--- config.mk ---
export PLATFORM = sky130hd
export DESIGN_NAME = busy_arbiter
export DESIGN_NICKNAME = d
export VERILOG_FILES = /design/src/rtl/busy_arb_pkg.sv /design/src/rtl/port_track.sv /design/src/rtl/arb_core.sv /design/src/rtl/write_gate.sv /design/src/rtl/busy_arbiter.sv
export SDC_FILE = /design/constraint.sdc
export NUM_CORES = 1
export LEC_CHECK = 0
export ABC_CLOCK_PERIOD_IN_PS = 4900
export BUFFER_PORTS_ARGS = -buffer_cell sky130_fd_sc_hd__buf_2
export CAP_MARGIN = 20
export CORE_MARGIN = 1.5
export CORE_UTILIZATION = 54
export CTS_BUF_LIST = sky130_fd_sc_hd__clkbuf_4 sky130_fd_sc_hd__clkbuf_8 sky130_fd_sc_hd__clkbuf_16
export DETAILED_ROUTE_END_ITERATION = 16
export PLACE_DENSITY = 0.83
export SYNTH_ARGS = -nofsm -noshare
export SYNTH_HDL_FRONTEND = slang
export SYNTH_SLANG_ARGS = --single-unit
--- constraint.sdc ---
create_clock -name clk -period 4.9 [get_ports clk]
set_clock_uncertainty 0.1 [all_clocks]
set_input_delay 0.98 -clock clk [delete_from_list [all_inputs] [get_ports clk]]
set_output_delay 0.98 -clock clk [all_outputs]
set_load 0.1 [all_outputs]
--- src/rtl/busy_arb_pkg.sv ---
package busy_arb_pkg;
  typedef enum logic [1:0] {
    OWN_NONE  = 2'd0,
    OWN_LEFT  = 2'd1,
    OWN_RIGHT = 2'd2
  } owner_e;
  localparam int NPORT = 2;
endpackage

--- src/rtl/port_track.sv ---
module port_track #(
  parameter int ADDR_W = 14
) (
  input  logic              clk,
  input  logic              rst_n,
  input  logic              en,
  input  logic [ADDR_W-1:0] addr,
  output logic              stayed
);
  logic              en_q;
  logic [ADDR_W-1:0] addr_q;

  always_ff @(posedge clk or negedge rst_n) begin
    if (!rst_n) begin
      en_q   <= 1'b0;
      addr_q <= '0;
    end else begin
      en_q   <= en;
      addr_q <= addr;
    end
  end

  // port was already enabled at the same address one cycle ago
  assign stayed = en & en_q & (addr_q == addr);
endmodule

--- src/rtl/arb_core.sv ---
module arb_core
  import busy_arb_pkg::*;
#(
  parameter int ADDR_W = 14
) (
  input  logic              clk,
  input  logic              rst_n,
  input  logic              primary,
  input  logic [NPORT-1:0]  en,
  input  logic [ADDR_W-1:0] addr_l,
  input  logic [ADDR_W-1:0] addr_r,
  input  logic [NPORT-1:0]  stayed,
  output owner_e            owner_now
);
  owner_e owner_q;
  owner_e pick;
  logic   match;

  assign match = primary & en[0] & en[1] & (addr_l == addr_r);

  always_comb begin
    pick = (stayed[1] && !stayed[0]) ? OWN_RIGHT : OWN_LEFT;
    if (!match)                  owner_now = OWN_NONE;
    else if (owner_q != OWN_NONE) owner_now = owner_q;
    else                         owner_now = pick;
  end

  always_ff @(posedge clk or negedge rst_n) begin
    if (!rst_n) owner_q <= OWN_NONE;
    else        owner_q <= owner_now;
  end
endmodule

--- src/rtl/write_gate.sv ---
module write_gate
  import busy_arb_pkg::*;
(
  input  logic [NPORT-1:0] en,
  input  logic [NPORT-1:0] wr,
  input  logic [NPORT-1:0] busy,
  output logic [NPORT-1:0] wr_ok
);
  for (genvar p = 0; p < NPORT; p++) begin : g_gate
    assign wr_ok[p] = en[p] & wr[p] & ~busy[p];
  end
endmodule

--- src/rtl/busy_arbiter.sv ---
module busy_arbiter
  import busy_arb_pkg::*;
#(
  parameter int ADDR_W = 14
) (
  input  logic              clk,
  input  logic              rst_n,
  input  logic              primary_sel,
  input  logic              l_en,
  input  logic [ADDR_W-1:0] l_addr,
  input  logic              l_wr,
  input  logic              r_en,
  input  logic [ADDR_W-1:0] r_addr,
  input  logic              r_wr,
  input  logic              l_busy_in_n,
  input  logic              r_busy_in_n,
  output logic              l_busy_n,
  output logic              r_busy_n,
  output logic              l_wr_ok,
  output logic              r_wr_ok
);
  logic [NPORT-1:0]  en_v, wr_v, stayed_v, busy_v, ok_v, ext_busy_v;
  logic [ADDR_W-1:0] addr_v [NPORT];
  owner_e            owner_now;

  assign en_v       = {r_en, l_en};
  assign wr_v       = {r_wr, l_wr};
  assign ext_busy_v = {~r_busy_in_n, ~l_busy_in_n};
  assign addr_v[0]  = l_addr;
  assign addr_v[1]  = r_addr;

  for (genvar p = 0; p < NPORT; p++) begin : g_trk
    port_track #(.ADDR_W(ADDR_W)) u_trk (
      .clk(clk), .rst_n(rst_n), .en(en_v[p]), .addr(addr_v[p]), .stayed(stayed_v[p])
    );
  end

  arb_core #(.ADDR_W(ADDR_W)) u_core (
    .clk(clk), .rst_n(rst_n), .primary(primary_sel), .en(en_v),
    .addr_l(l_addr), .addr_r(r_addr), .stayed(stayed_v), .owner_now(owner_now)
  );

  logic [NPORT-1:0] arb_busy;
  assign arb_busy = {owner_now == OWN_LEFT, owner_now == OWN_RIGHT};
  assign busy_v   = primary_sel ? arb_busy : ext_busy_v;

  write_gate u_gate (.en(en_v), .wr(wr_v), .busy(busy_v), .wr_ok(ok_v));

  assign l_busy_n = ~(primary_sel & arb_busy[0]);
  assign r_busy_n = ~(primary_sel & arb_busy[1]);
  assign l_wr_ok  = ok_v[0];
  assign r_wr_ok  = ok_v[1];
endmodule

==> impl_metrics.toml <==
[run_status]
status = "finished, final reports clean"

[clocking]
cts.sinks = 32
root_buffer = "clkbuf_4"
clk_latency_ns = 0.33
cts_tree = "yes"
clockBufferDepth = 2
cts.clk_slew.worst_paths_ns = 0.10
htreeDepth = 2
cts-buffers-inserted = 5
ctsResizeCount = 0
cts_setup_buffers = 0
ctsHoldBuffers = 0

[cells_and_area]
area_growth_syn_to_layout_pct = 21.73
final_cell_mix = "buf_2 (40), dfrtp_1 (32), xor2_1 (31)"
drive_gt1_share_pct = 33.77
final_area_um2 = 1675
final_common_cell = "buf_2"
utilization_pct = 68.25
antennaDiodeCount = 0
nNetsFinal = 190
fillers = 201

[pwr]
p_comb_share_pct = 14.2
swShare_pct = 26.19
worst_ir_drop_vdd_uv = 268.3
power_frac_clock_pct = 30.3
p_seq_share_pct = 55.5
p_leak_uw = 0.0007862
power.density_nw_per_um2 = 303.1
internal_power_uw = 374.8
switching_power_uw = 133.0

[yosys]
syn_inst = 106
synth_nets = 143
ys_warn_count = 0
synth_top_area_share_pct = 58.18
syn_area_um2 = 1376
synth_area_per_cell_um2 = 12.98
synthTopCellsByArea = "dfrtp_1 (58%), xor2_1 (20%), xnor2_1 (7.0%), nor4_1 (2.7%), nor4_4 (1.5%)"
yosysSeqAreaShare_pct = 58.18
synth-seq-cells = 32
yosysTopAreaCell = "dfrtp_1"
synth.distinct_cells = 18

[timing]
period_minus_slack_ns = 3.880
finalSetupTns_ns = 0
max-slew-margin-rel_pct = 54.05
rsz0062_at_grt = "no"
maxSlewViolCount = 0
setup_violations = 0
min_period_over_period_pct = 79.18
max_freq_mhz = 257.8
hold_violations = 0
worst_pin_slew_ns = 0.6893

[drt]
dr_wl_met2_mm = 1.284
postRouteWirelength_mm = 2.566
avgRoutedWirePerCell_um = 13.95
avgViaCountPerCell = 5.092
drt_iter0_drc = 11
highest_layer = "met4"
vias = 937
ant_nets = 0
drc_errors = 0
first_pass_iters = 4
wl_met3_um = 119
m1WireLength_mm = 1.126

[place]
place_hpwl_mm = 2.055
routabilityCongestion = 0.7051
portBuffers = 40
dpl_cell_area_um2 = 1614

[critical_path]
cp-end-kind = "output port"
critPathMaxFanout = 3
cp_data_arrival_time_ns = 2.80
required_ns = 3.82
criticalPathCategory = "input pin to output port"
critPathLaunchType = "input pin"

[global_routing]
grt_pass1_vias = 945
antenna_found_initial = 0
grt_pass1_wl_mm = 4.002
grt_max_degree = 33
grtUsageTotal_pct = 20.81
grt_remaining_overflow = 0

[die]
num_io_pins = 41
start_util_pct = 56.07
dieHeight_um = 53.49
core_um2 = 2455
die_area_um2 = 2861
die_w_um = 53.49
row_count = 18

[min_path]
worst_hold_path_type = "register to register"

[job]
maxCapViolCount = 0
[metrics by stage]
step | worst slack, ns | hold WS, ns | total power [uW] | cells
after floorplan | 0.2753 | 0.4076 | 322.6 | 106
final | 1.020 | 0.4636 | 507.8 | 184
after detailed placement | 1.017 | 0.4486 | 360.0 | 176
after CTS | 1.016 | 0.4634 | 513.6 | 184
after global routing | 0.9130 | 0.4714 | 532.8 | 184
after global placement | 1.047 | 0.4249 | 357.4 | 176
[final timing paths]
check / startpoint / to / slack [ns] / cells past startpoint
setup / recovery: r_addr[3] / r_wr_ok / 1.02 / 7
hold / removal: u_core.owner_q[1] / u_core.owner_q[1] / 0.46 / 2
setup reg to reg: g_trk[1].u_trk.addr_q[7] / u_core.owner_q[0] / 3.02 / 5
hold reg to reg: u_core.owner_q[1] / u_core.owner_q[1] / 0.46 / 2
max in group asynchronous: rst_n / g_trk[0].u_trk.addr_q[10] / 3.67 / 1
min in group asynchronous: rst_n / g_trk[1].u_trk.addr_q[11] / 0.59 / 1
[state kept, by name (all words and copies together), names as in the netlist]
name / cells
g_trk.u_trk.addr_q: 28
g_trk.u_trk.en_q: 2
u_core.owner_q: 2
[power by group through the flow]
stage	logic [uW]	registers [uW]	clock network (uW)
floorplan	36.3	286	0
global placement	70.8	287	0
detailed placement	72.5	287	0
CTS	73.0	282	158
global route	79.7	283	170
finish	71.9	282	154
[cell usage after synthesis]
cell       n
nand3_2    1
nor2_1     1
xnor2_1   11
nor3b_1    1
dfrtp_1   32
inv_1      2
nor3_1     2
nand3_1    2
nand2_1    4
nand4_1    3
a21o_1     1
xor2_1    31
nor4_4     1
o211ai_1   2
nor4_1     6
nand4_2    1
or4_4      1
a21oi_1    4
[metal layers]
layer / up-vias / global-route usage, %
met2: 23 / 34.57
met3: 5 / 5.932
li1: 453 / -
met4: 0 / 8.974
met1: 456 / 24.91
met5: - / 0
[area by class of cell]
type / count / area (um2) / area share, %
well taps: 30 / 37.54 / 2.240
clock inverters: 2 / 10.01 / 0.5975
repair buffers: 40 / 200.2 / 11.95
multi-input cells: 72 / 568.0 / 33.91
flip-flops and latches: 32 / 800.8 / 47.80
inverters: 2 / 7.507 / 0.4481
clock buffers: 6 / 51.30 / 3.062
[worst max-delay path, stage by stage]
cell and delay [ns]:
buf_2 0.12, xor2_1 0.16, or4_4 0.52, nor4_4 0.31, nand3_2 0.13, a21oi_1 0.14, buf_2 0.44
[cell families after synthesis]
group | Yosys count | share of synthesized area (%)
AO/OA/AOI/OAI | 7 | 3.091
AND/OR/NAND/NOR | 23 | 11.45
buffers and inverters | 2 | 0.5457
XOR/XNOR | 42 | 26.73
flip-flops | 32 | 58.18
No activity file was read; power rests on OpenSTA's default activity.
